[config.mk]
export PLATFORM = sky130hd
export DESIGN_NAME = uart_mp_rx
export DESIGN_NICKNAME = d
export VERILOG_FILES = /design/src/rtl/uart_rx_pkg.sv /design/src/rtl/uart_rx_sampler.sv /design/src/rtl/uart_rx_assembler.sv /design/src/rtl/uart_rx_status.sv /design/src/rtl/uart_mp_rx.sv
export SDC_FILE = /design/constraint.sdc
export NUM_CORES = 1
export LEC_CHECK = 0
export ABC_AREA = 1
export BUFFER_PORTS_ARGS = -buffer_cell sky130_fd_sc_hd__buf_2
export CAP_MARGIN = 15
export CORE_MARGIN = 5
export CORE_UTILIZATION = 60
export DETAILED_ROUTE_END_ITERATION = 8
export GPL_TIMING_DRIVEN = 0
export PLACE_DENSITY = 0.92
export SLEW_MARGIN = 0
export SYNTH_ARGS = -nofsm -noshare
export SYNTH_HDL_FRONTEND = slang
export SYNTH_SLANG_ARGS = --single-unit
[constraint.sdc]
create_clock -name clk -period 3 [get_ports clk]
set_input_delay 0.6 -clock clk [delete_from_list [all_inputs] [get_ports clk]]
set_output_delay 0.6 -clock clk [all_outputs]
set_load 0.005 [all_outputs]
[src/rtl/uart_rx_pkg.sv]
`timescale 1ns/1ps
// Package: shared types for the multiprocessor-capable serial receiver.
// Assumes: nothing beyond IEEE 1800-2017.
package uart_rx_pkg;
    // Receive bit-timing state machine states.
    typedef enum logic [2:0] {
        ST_IDLE,
        ST_START,
        ST_DATA,
        ST_STOP,
        ST_BREAK
    } rx_state_e;
endpackage

[src/rtl/uart_rx_sampler.sv]
`timescale 1ns/1ps
// Module: uart_rx_sampler
// Finds start bits and confirms them at mid-bit. Takes each following bit at
// its centre sample and reports each bit and the end of the frame as
// single-cycle pulses.
// Assumes: rx_s is already synchronised; sample_tick is OVS times the bit rate;
// nbits (data + marker/parity bits) stays stable during a frame.
module uart_rx_sampler #(
    parameter int OVS   = 16,
    parameter int IDX_W = 4
) (
    input  logic             clk,
    input  logic             rst_n,
    input  logic             sample_tick,
    input  logic             rx_s,
    input  logic             enable,
    input  logic [IDX_W-1:0] nbits,
    output logic             bit_stb,
    output logic             bit_val,
    output logic [IDX_W-1:0] bit_pos,
    output logic             frame_done,
    output logic             stop_ok,
    output logic             busy
);
    import uart_rx_pkg::*;

    localparam int CNT_W = $clog2(OVS);
    localparam logic [CNT_W-1:0] MID  = CNT_W'(OVS/2 - 1);
    localparam logic [CNT_W-1:0] LAST = CNT_W'(OVS - 1);

    rx_state_e        state;
    logic [CNT_W-1:0] tcnt;
    logic [IDX_W-1:0] idx;

    // Bit-timing state machine with tick counter and bit index.
    always_ff @(posedge clk) begin
        if (!rst_n || !enable) begin
            state      <= ST_IDLE;
            tcnt       <= '0;
            idx        <= '0;
            bit_stb    <= 1'b0;
            bit_val    <= 1'b0;
            bit_pos    <= '0;
            frame_done <= 1'b0;
            stop_ok    <= 1'b0;
        end else begin
            bit_stb    <= 1'b0;
            frame_done <= 1'b0;
            if (sample_tick) begin
                unique case (state)
                    ST_IDLE: begin
                        tcnt <= '0;
                        if (!rx_s) state <= ST_START;
                    end
                    ST_START: begin
                        if (tcnt == MID) begin
                            tcnt  <= '0;
                            idx   <= '0;
                            state <= rx_s ? ST_IDLE : ST_DATA;
                        end else begin
                            tcnt <= tcnt + 1'b1;
                        end
                    end
                    ST_DATA: begin
                        tcnt <= tcnt + 1'b1;
                        if (tcnt == LAST) begin
                            bit_stb <= 1'b1;
                            bit_val <= rx_s;
                            bit_pos <= idx;
                            idx     <= idx + 1'b1;
                            if (idx == nbits - 1'b1) state <= ST_STOP;
                        end
                    end
                    ST_STOP: begin
                        tcnt <= tcnt + 1'b1;
                        if (tcnt == LAST) begin
                            frame_done <= 1'b1;
                            stop_ok    <= rx_s;
                            state      <= rx_s ? ST_IDLE : ST_BREAK;
                        end
                    end
                    ST_BREAK: begin
                        if (rx_s) state <= ST_IDLE;
                    end
                    default: state <= ST_IDLE;
                endcase
            end
        end
    end

    // Busy whenever a frame or a low-line wait is in progress.
    always_comb busy = (state != ST_IDLE);
endmodule

[src/rtl/uart_rx_assembler.sv]
`timescale 1ns/1ps
// Module: uart_rx_assembler
// Collects the sampled bits into a shift store. Splits the store into the
// character and the trailing marker/parity bit, and evaluates parity.
// Assumes: bit positions arrive in order from 0; format inputs stay stable
// during a frame.
module uart_rx_assembler #(
    parameter int DATA_W = 8,
    parameter int IDX_W  = 4
) (
    input  logic              clk,
    input  logic              rst_n,
    input  logic              bit_stb,
    input  logic              bit_val,
    input  logic [IDX_W-1:0]  bit_pos,
    input  logic              short_len,
    input  logic              parity_odd,
    output logic [DATA_W-1:0] char_data,
    output logic              char_extra,
    output logic              parity_bad
);
    localparam int STORE_W = DATA_W + 1;

    logic [STORE_W-1:0] store;
    logic [IDX_W-1:0]   ndata;

    // Write each sampled bit into its position in the store.
    always_ff @(posedge clk) begin
        if (!rst_n) begin
            store <= '0;
        end else if (bit_stb && (int'(bit_pos) < STORE_W)) begin
            store[bit_pos] <= bit_val;
        end
    end

    // Split the store into character and trailing bit, and check parity.
    always_comb begin
        ndata = short_len ? IDX_W'(DATA_W - 1) : IDX_W'(DATA_W);
        for (int i = 0; i < DATA_W; i++) begin
            char_data[i] = (i < int'(ndata)) ? store[i] : 1'b0;
        end
        char_extra = store[ndata];
        parity_bad = (^char_data) ^ char_extra ^ parity_odd;
    end
endmodule

[src/rtl/uart_rx_status.sv]
`timescale 1ns/1ps
// Module: uart_rx_status
// Holds the received character, the sticky error flags, the ready flag and
// the interrupt request. Errors post on frame completion and ready posts one
// cycle later.
// Assumes: frame_done pulses are at least two cycles apart.
module uart_rx_status #(
    parameter int DATA_W = 8
) (
    input  logic              clk,
    input  logic              rst_n,
    input  logic              frame_done,
    input  logic              stop_ok,
    input  logic [DATA_W-1:0] char_data,
    input  logic              char_extra,
    input  logic              parity_bad,
    input  logic              mp_mode,
    input  logic              parity_en,
    input  logic              data_read,
    input  logic              err_clear,
    input  logic              irq_en,
    output logic [DATA_W-1:0] rx_data,
    output logic              rx_adbit,
    output logic              rx_ready,
    output logic              parity_err,
    output logic              frame_err,
    output logic              overrun_err,
    output logic              rx_irq,
    output logic              ready_pend
);
    // Latch the character and post the error flags on frame completion.
    always_ff @(posedge clk) begin
        if (!rst_n) begin
            rx_data     <= '0;
            rx_adbit    <= 1'b0;
            parity_err  <= 1'b0;
            frame_err   <= 1'b0;
            overrun_err <= 1'b0;
        end else if (frame_done) begin
            rx_data     <= char_data;
            rx_adbit    <= mp_mode & char_extra;
            parity_err  <= parity_err | (!mp_mode && parity_en && parity_bad);
            frame_err   <= frame_err | !stop_ok;
            overrun_err <= overrun_err | (rx_ready && !data_read);
        end else if (err_clear) begin
            parity_err  <= 1'b0;
            frame_err   <= 1'b0;
            overrun_err <= 1'b0;
        end
    end

    // Raise ready one cycle after the errors; a read clears it.
    always_ff @(posedge clk) begin
        if (!rst_n) begin
            ready_pend <= 1'b0;
            rx_ready   <= 1'b0;
        end else begin
            ready_pend <= frame_done;
            if (ready_pend)     rx_ready <= 1'b1;
            else if (data_read) rx_ready <= 1'b0;
        end
    end

    // Interrupt request follows ready when enabled.
    always_comb rx_irq = rx_ready & irq_en;
endmodule

[src/rtl/uart_mp_rx.sv]
`timescale 1ns/1ps
// Module: uart_mp_rx (top)
// Asynchronous serial receiver with a normal format (7/8 data bits and
// optional parity) and a multiprocessor format (8 data bits and a marker bit).
// Assumes: sample_tick runs at OVS times the bit rate; format inputs change
// only while no frame is in progress.
module uart_mp_rx #(
    parameter int DATA_W = 8,
    parameter int OVS    = 16
) (
    input  logic              clk,
    input  logic              rst_n,
    input  logic              sample_tick,
    input  logic              rx_line,
    input  logic              rx_enable,
    input  logic              mp_mode,
    input  logic              data_len8,
    input  logic              parity_en,
    input  logic              parity_odd,
    input  logic              rx_irq_en,
    input  logic              data_read,
    input  logic              err_clear,
    output logic [DATA_W-1:0] rx_data,
    output logic              rx_adbit,
    output logic              rx_ready,
    output logic              parity_err,
    output logic              frame_err,
    output logic              overrun_err,
    output logic              rx_irq
);
    localparam int IDX_W = $clog2(DATA_W + 2);

    logic [1:0]       sync_q;
    logic             rx_s;
    logic             short_len;
    logic             has_extra;
    logic [IDX_W-1:0] nbits;
    logic             bit_stb;
    logic             bit_val;
    logic [IDX_W-1:0] bit_pos;
    logic             frame_done;
    logic             stop_ok;
    logic             rx_busy;
    logic [DATA_W-1:0] char_data;
    logic             char_extra;
    logic             parity_bad;
    logic             ready_pend;

    // Two-flop synchroniser on the asynchronous line, idle high.
    always_ff @(posedge clk) begin
        if (!rst_n) sync_q <= 2'b11;
        else        sync_q <= {sync_q[0], rx_line};
    end

    // Frame length from the selected format.
    always_comb begin
        rx_s      = sync_q[1];
        short_len = !mp_mode && !data_len8;
        has_extra = mp_mode || parity_en;
        nbits     = (short_len ? IDX_W'(DATA_W - 1) : IDX_W'(DATA_W))
                    + (has_extra ? IDX_W'(1) : IDX_W'(0));
    end

    uart_rx_sampler #(.OVS(OVS), .IDX_W(IDX_W)) u_sampler (
        .clk        (clk),
        .rst_n      (rst_n),
        .sample_tick(sample_tick),
        .rx_s       (rx_s),
        .enable     (rx_enable),
        .nbits      (nbits),
        .bit_stb    (bit_stb),
        .bit_val    (bit_val),
        .bit_pos    (bit_pos),
        .frame_done (frame_done),
        .stop_ok    (stop_ok),
        .busy       (rx_busy)
    );

    uart_rx_assembler #(.DATA_W(DATA_W), .IDX_W(IDX_W)) u_assembler (
        .clk        (clk),
        .rst_n      (rst_n),
        .bit_stb    (bit_stb),
        .bit_val    (bit_val),
        .bit_pos    (bit_pos),
        .short_len  (short_len),
        .parity_odd (parity_odd),
        .char_data  (char_data),
        .char_extra (char_extra),
        .parity_bad (parity_bad)
    );

    uart_rx_status #(.DATA_W(DATA_W)) u_status (
        .clk        (clk),
        .rst_n      (rst_n),
        .frame_done (frame_done),
        .stop_ok    (stop_ok),
        .char_data  (char_data),
        .char_extra (char_extra),
        .parity_bad (parity_bad),
        .mp_mode    (mp_mode),
        .parity_en  (parity_en),
        .data_read  (data_read),
        .err_clear  (err_clear),
        .irq_en     (rx_irq_en),
        .rx_data    (rx_data),
        .rx_adbit   (rx_adbit),
        .rx_ready   (rx_ready),
        .parity_err (parity_err),
        .frame_err  (frame_err),
        .overrun_err(overrun_err),
        .rx_irq     (rx_irq),
        .ready_pend (ready_pend)
    );
endmodule

==> summary.txt, run 1 <==
Drt
  • Via count: between 2000 and 2500
  • Initial DRC count: 125
  • Post-Route WL: 4678 um
  • Vias per cell: 5.313
  • Avg WL per Cell: 12.09 um
  • Post-DRT Antenna Nets: 0
  • Remaining DRCs: 0
  • DRT Pass-1 Iters: 4

Clocking
  • Num CTS Buffers: 5
  • H-tree depth: 2
  • Max clock buf depth: 2
  • CTS tree: done
  • Hold Buf Count CTS: 0
  • Clock Latency Late Sink: 0.36 ns
  • Post-CTS Resized: 0
  • Clk slew on worst S/H paths: between 0.1 and 0.15 ns
  • Count of clock tree sinks: 44
  • Clock root buffer: clkbuf_4
  • Post-CTS setup buffers: 0

Power
  • Power Density: approximately 400 mW/mm^2
  • Pwr Total: 0.9625 mW
  • LEAKAGE: approximately 1.1 nW
  • VDD IR max: around 340 uV

Global routing
  • First-pass GRT wire length: 8066 um
  • Initial antenna violation count: 0
  • Vias in the first global route: a little under 2000
  • Largest net degree at the start of global routing: 15
  • Total track usage: 0.2007
  • Gr ovfl total: 0

Worst setup path
  • CP Launch Type: input pin
  • Critical path fanouts, max: 4
  • CP arrival: about 1.9 ns
  • R2R Path End: u_sampler.bit_pos[2]
  • FF-to-FF setup slack: roughly 1.5 ns
  • Critical path capture point type: flip-flop
  • Worst r2r src: u_sampler.tcnt[0]
  • CP Class: in2reg
  • Cell depth of the worst flop-to-flop path: 6
  • Worst path required time: 3.26 ns

Layout
  • Share of cells above drive strength 1: 0.1701
  • Antenna cell count: 0
  • Nets: 355
  • Final instance area: 0.002396 mm^2
  • Area grow syn2layout: 11.60%

Floorplan
  • DIE HEIGHT: around 70 um
  • Num ports: 26
  • Core box area: roughly 0.0034 mm^2
  • Initial Util: 0.6334
  • Die ar.: 0.004875 mm^2
  • Die width: 69.82 um
  • Floorplan row count: 21

Synth
  • Synth Area in Compound Gates: 0.1591
  • Synth warn: 0
  • Mux contribution to synthesized area: 0
  • Largest family of logic cells by synthesized area: simple AND/OR/NAND/NOR gates
  • Synth cell types: 30
  • XOR/XNOR Fraction of Synth Area: 0.02855
  • Cells after synthesis: 308
  • Post-Syn Area: ~0.0021 mm^2
  • Post-Syn Nets: 323
  • Syn avg cell area: ~7 um^2
  • Post-Synth Adder-Cell Area: 0.01748
  • Sequential fraction of the synthesis area: 0.4103
  • #FFs+latches synth: 44
  • Simple-Gate Fraction of Synth Area: 0.2943

Min path
  • Hold path depth: 2
  • Hold_sp: rx_line
  • Worst hold endpoint: sync_q[0]
  • Min-Delay Path Class: in2reg

Flow run
  • Maximum Capacitance Violations: 0

Timing
  • Worst-Margin Slew: 0.4748 ns
  • Final max-slew violation count: 0
  • Period Utilization, post-route: 0.5409
  • Fin. Hold Viols: 0
  • Worst setup margin: ~1.4 ns
  • RSZ-0062 raised after global routing: false
  • Fmax: around 620 MHz
  • Fin crit period: 1.623 ns
  • Final TNS setup: 0 ns
  • Final setup viols: 0
  • Relative slew slack: 0.6835
  • Hold Worst Slack: ~0.43 ns
  • Final worst clock skew: 0.007528 ns

Placement
  • RD Place Congestion: a little over 0.9
  • Dpl hpwl: between 3000 and 4000 um
  • DP Area: 0.002330 mm^2
  • Port-buffer cells: 25
  • Worst slack, placed: 0.9996 ns

Run status
  • Outcome: finished clean
-- cell usage in the layout, fill, tap and decap left out --
cell type    n
clkinvlp_4   2
or2_2        2
xor2_1       4
clkbuf_4     5
nand3b_1     1
a31oi_1      1
clkbuf_8     1
a21oi_1     30
xnor2_1      3
nor2_1      38
nor2_2       6
o21ai_0     27
inv_1       38
nand2_1     55
dfxtp_1     44
buf_4        1
nand3_4      1
nand3_2      1
clkinv_2     1
ha_1         3
nand4_1      3
nor3_1       2
buf_2       26
nand2_4      2
inv_2        5
a211oi_1     1
nor2_4       1
o21a_1       2
nand2_2      4
o211ai_1     1
clkbuf_1     4
nand3_1     22
o21ai_1      4
-- metrics by stage --
stage	instances	util
after floorplan	308	-
after global placement	379	0.6873
after detailed placement	379	0.6873
after CTS	387	0.7069
after global routing	387	0.7069
final	387	0.7069
-- Yosys cell counts --
library cell | number | area share
nand3_4 | 1 | 0.0082
o21ai_1 | 4 | 0.0093
clkbuf_1 | 4 | 0.0070
inv_1 | 38 | 0.066
o211ai_1 | 1 | 0.0035
o21a_1 | 2 | 0.0070
o21ai_0 | 27 | 0.063
or2_2 | 2 | 0.0058
a211oi_1 | 1 | 0.0035
nand4_1 | 3 | 0.0087
nor2_1 | 38 | 0.066
nand3b_1 | 1 | 0.0035
xnor2_1 | 3 | 0.012
nand3_2 | 1 | 0.0047
clkinv_2 | 1 | 0.0023
nand2_2 | 4 | 0.012
a21oi_1 | 30 | 0.070
a31oi_1 | 1 | 0.0029
dfxtp_1 | 44 | 0.41
inv_2 | 5 | 0.0087
buf_4 | 1 | 0.0035
nor3_1 | 2 | 0.0047
nand2_1 | 55 | 0.096
ha_1 | 3 | 0.017
nand3_1 | 22 | 0.051
nand2_4 | 2 | 0.010
nor2_4 | 1 | 0.0052
xor2_1 | 4 | 0.016
nor2_2 | 6 | 0.017
buf_2 | 1 | 0.0023
-- worst max path at each step --
stage,cells past startpoint,to,from
global placement,13,u_sampler.state[0],mp_mode
floorplan,11,u_sampler.state[0],parity_en
CTS,13,u_sampler.state[0],mp_mode
global route,13,u_sampler.state[0],mp_mode
detailed placement,13,u_sampler.state[0],mp_mode
finish,13,u_sampler.state[0],mp_mode
-- flip-flops by register name, indices dropped and copies added (netlist names), 2 cells and up --
register and cells:
sync_q 2, u_status.rx_data 8, u_sampler.bit_pos 4, u_assembler.store 9
u_sampler.state 3, u_sampler.idx 4, u_sampler.tcnt 4
-- cell families (layout without fill, tap and decap cells) --
kind of cell | count (synthesis) | count (layout)
simple gates | 138 | 138
compound gates | 66 | 66
flops | 44 | 44
fa+ha+maj | 3 | 3
xor+xnor | 7 | 7
buf+inv | 50 | 83
-- per-layer routing --
metal / routed length, um / part of all wire / global-route usage / up-vias
li1: - / - / - / 1051
met1: 1884 / 0.40 / 0.2133 / 936
met2: 2412 / 0.52 / 0.3452 / 54
met3: 262 / 0.056 / 0.06087 / 15
met4: 119 / 0.025 / 0.1213 / 0
met5: 0 / 0 / 0 / -
-- worst max-delay path, cell delays in order --
cell and delay, ns:
buf_2 0.12, inv_2 0.06, nand2_2 0.08, ha_1 0.30, nand2_1 0.05, inv_1 0.06
nor2_1 0.03, nor2_1 0.09, nand2_1 0.08, nand2_2 0.10, inv_2 0.05, nor3_1 0.19
nor2_1 0.05
-- power breakdown --
group	total (mW)	switching [mW]	leakage (nW)	internal [mW]
clock network	0.305	0.191	0.0305	0.114
logic	0.0687	0.0445	0.710	0.0242
registers	0.589	0.00256	0.355	0.587
-- cell type report --
cell class	count	area (um^2)
clock buffers	6	51.30
inverters	44	166.4
repair buffers	25	125.1
fillers	275	993.5
clock inverters	2	15.01
well taps	46	57.56
plain buffers	6	27.53
flip-flops and latches	44	880.8
multi-input cells	214	1072
(Power assumes the default switching activity.)
==> run 2, diff against run 1 <==
- CORE_UTILIZATION: 60 -> 51
- PLACE_DENSITY: 0.92 -> 0.84
- clock period: 3 -> 1.35 ns (I/O delays scaled with it)
==> run 2 against run 1 <==
The flow now finishes with violations (setup timing). Die area up 15%. Routed wire length up 10%. Clock power rose to 2.9 times the previous value. Largest cell class unchanged. Via count grew 2.8%. Critical path depth down 5. Power rose by 150%. Global-route usage decreased by 2.0 points. Non-clock buffer count increased by 3. Core utilization is 7.2 points lower.
==> summary.txt, run 2 (same netlist as run 1, synthesis figures left out) <==
Run status
  • Outcome: finished with violations
  • Failing checks: setup timing

Layout
  • Fillers: 364
  • Finished Core Util: 0.6351
  • Area grow syn2layout: 19.17%
  • Commonest cells after routing, fill and taps aside: nand2_1 (54), dfxtp_1 (41), inv_1 (37)
  • Antenna cell count: 0
  • Most common cell after layout, fill and taps aside: nand2_1
  • Final instance area: 0.002559 mm^2
  • Share of cells above drive strength 1: 0.2209
  • Finished Layout Cells: 394
  • Nets: ~360
  • Most flop-heavy register: u_assembler.store
  • Regs by FF count: u_assembler.store x9, u_status.rx_data x8
  • Max reg flops: 9

Clocking
  • Hold Buf Count CTS: 0
  • Clk slew on worst S/H paths: 0.09 ns
  • Clock root buffer: clkbuf_8
  • Num CTS Buffers: 5
  • Clock Latency Late Sink: 0.30 ns
  • Count of clock tree sinks: 44
  • Max clock buf depth: 2
  • CTS tree: done
  • H-tree depth: 2

Global routing
  • First-pass GRT wire length: ~8000 um
  • Largest net degree at the start of global routing: 15
  • Initial antenna violation count: 0
  • Vias in the first global route: 1902
  • Total track usage: 0.1806
  • Gr ovfl total: 0

Worst setup path
  • R2R Path End: u_sampler.state[0]
  • Slowest-stage cell, CP: dfxtp_1
  • Largest stage delay, worst path: 0.32 ns
  • Crit path from: u_sampler.state[1]
  • Worst r2r src: u_sampler.state[1]
  • CP delay by family, top: simple AND/OR/NAND/NOR gates
  • Critical path capture point type: flip-flop
  • Cell breakdown of the critical path: buf_4, inv_1, nand2_1, nor2_1, nand2_1, nand4_1, nor3_2, nor2_1
  • CP Launch Type: flip-flop
  • Cell depth of the worst flop-to-flop path: 8
  • CP Class: reg2reg
  • Crit path buffers/inverters: 2
  • Worst path required time: between 1.5 and 2 ns
  • Critical path fanouts, max: 8
  • CP arrival: between 1.5 and 2 ns
  • FF-to-FF setup slack: -0.02 ns

Placement
  • Port-buffer cells: 25
  • DP Area: 0.002352 mm^2
  • Dpl hpwl: 3431 um
  • RD Place Congestion: 0.8511
  • Post-placement cell count: 383

Timing
  • Worst setup margin: -0.02407 ns
  • Worst-Margin Slew: 0.4624 ns
  • Final worst clock skew: 0.006016 ns
  • Fmax: ~730 MHz
  • Fin. Hold Viols: 0
  • Final setup viols: 3
  • Hold Worst Slack: around 0.15 ns
  • RSZ-0062 raised after global routing: true
  • Final max-slew violation count: 0
  • Relative slew slack: 0.6917
  • Period Utilization, post-route: 1.018
  • Fin crit period: approximately 1.4 ns

Power
  • VDD IR max: 504.1 uV
  • Pwr Total: 2.359 mW
  • LEAKAGE: approximately 1.1 nW
  • Power Density: 921.9 mW/mm^2

Drt
  • Post-Route M1 WL: 2147 um
  • Remaining DRCs: 0
  • Post-DRT Antenna Nets: 0
  • Wire length on met3: 371 um
  • Avg WL per Cell: roughly 13 um
  • Top Layer Used: met4
  • Vias per cell: 5.363
  • Initial DRC count: 176
  • Via count: 2113
  • Metal2 WL: about 2600 um
  • Post-Route WL: 5151 um
  • DRT Pass-1 Iters: 4

Floorplan
  • Die ar.: about 0.0056 mm^2
  • Initial Util: 0.5329
  • Num ports: 26
  • DIE HEIGHT: 74.89 um
  • Floorplan row count: 23
  • Core box area: 0.004029 mm^2
  • Die width: 74.89 um

Min path
  • Hold path depth: 2
  • Worst hold endpoint: sync_q[0]
  • Min-Delay Path Class: in2reg
  • Hold_sp: rx_line

Flow run
  • Maximum Capacitance Violations: 0
## run 2: worst max path at each step
stage / end / cells after the start
after floorplan: u_sampler.state[0] / 12
after global placement: u_sampler.state[0] / 13
after detailed placement: u_sampler.state[0] / 13
after CTS: u_sampler.state[2] / 9
after global routing: u_sampler.state[1] / 9
final: u_sampler.state[0] / 8
## run 2: through the flow
step	setup slack, ns	TNS (ns)
3_5_place_dp	-0.2715	-1.003
6_report	-0.02407	-0.05228
4_1_cts	0.01439	0
2_1_floorplan	-0.0003770	-0.0003770
3_3_place_gp	-0.2495	-1.024
5_1_grt	-0.1098	-0.6912
## run 2: repair_timing
item,in CTS,in global routing
endpoints found under the hold margin,0,0
cloned,0,0
resized for setup,6,19
setup endpoints to repair,12,16
buffers inserted,0,3
pin swaps,2,12
## run 2: area by class of cell
type,instances,area [um^2],area share
clock buffers,6,82.58,0.03227
repair buffers,28,147.6,0.05770
inverters,44,168.9,0.06601
plain buffers,6,27.53,0.01076
well taps,50,62.56,0.02445
clock inverters,2,15.01,0.005868
flip-flops and latches,44,889.6,0.3477
multi-input cells,214,1165,0.4553
## run 2: worst register-to-register path: cells and delay by family (launching register included)
kind          cells  cell delay [ns]
buf+inv           2             0.26
flops             1             0.32
simple gates      6             0.69
## run 2: power by group
| part | total (mW) | internal, mW | switching [mW] |
|---|---|---|---|
| clock network | 0.879 | 0.414 | 0.464 |
| registers | 1.31 | 1.30 | 0.00685 |
| logic | 0.175 | 0.0606 | 0.114 |
| total | 2.36 | 1.77 | 0.585 |
## run 2: layer usage
metal	global-route usage	vias to the layer above
met4	0.07115	0
met5	0	-
met2	0.3153	83
met3	0.03738	12
li1	-	1056
met1	0.2160	962
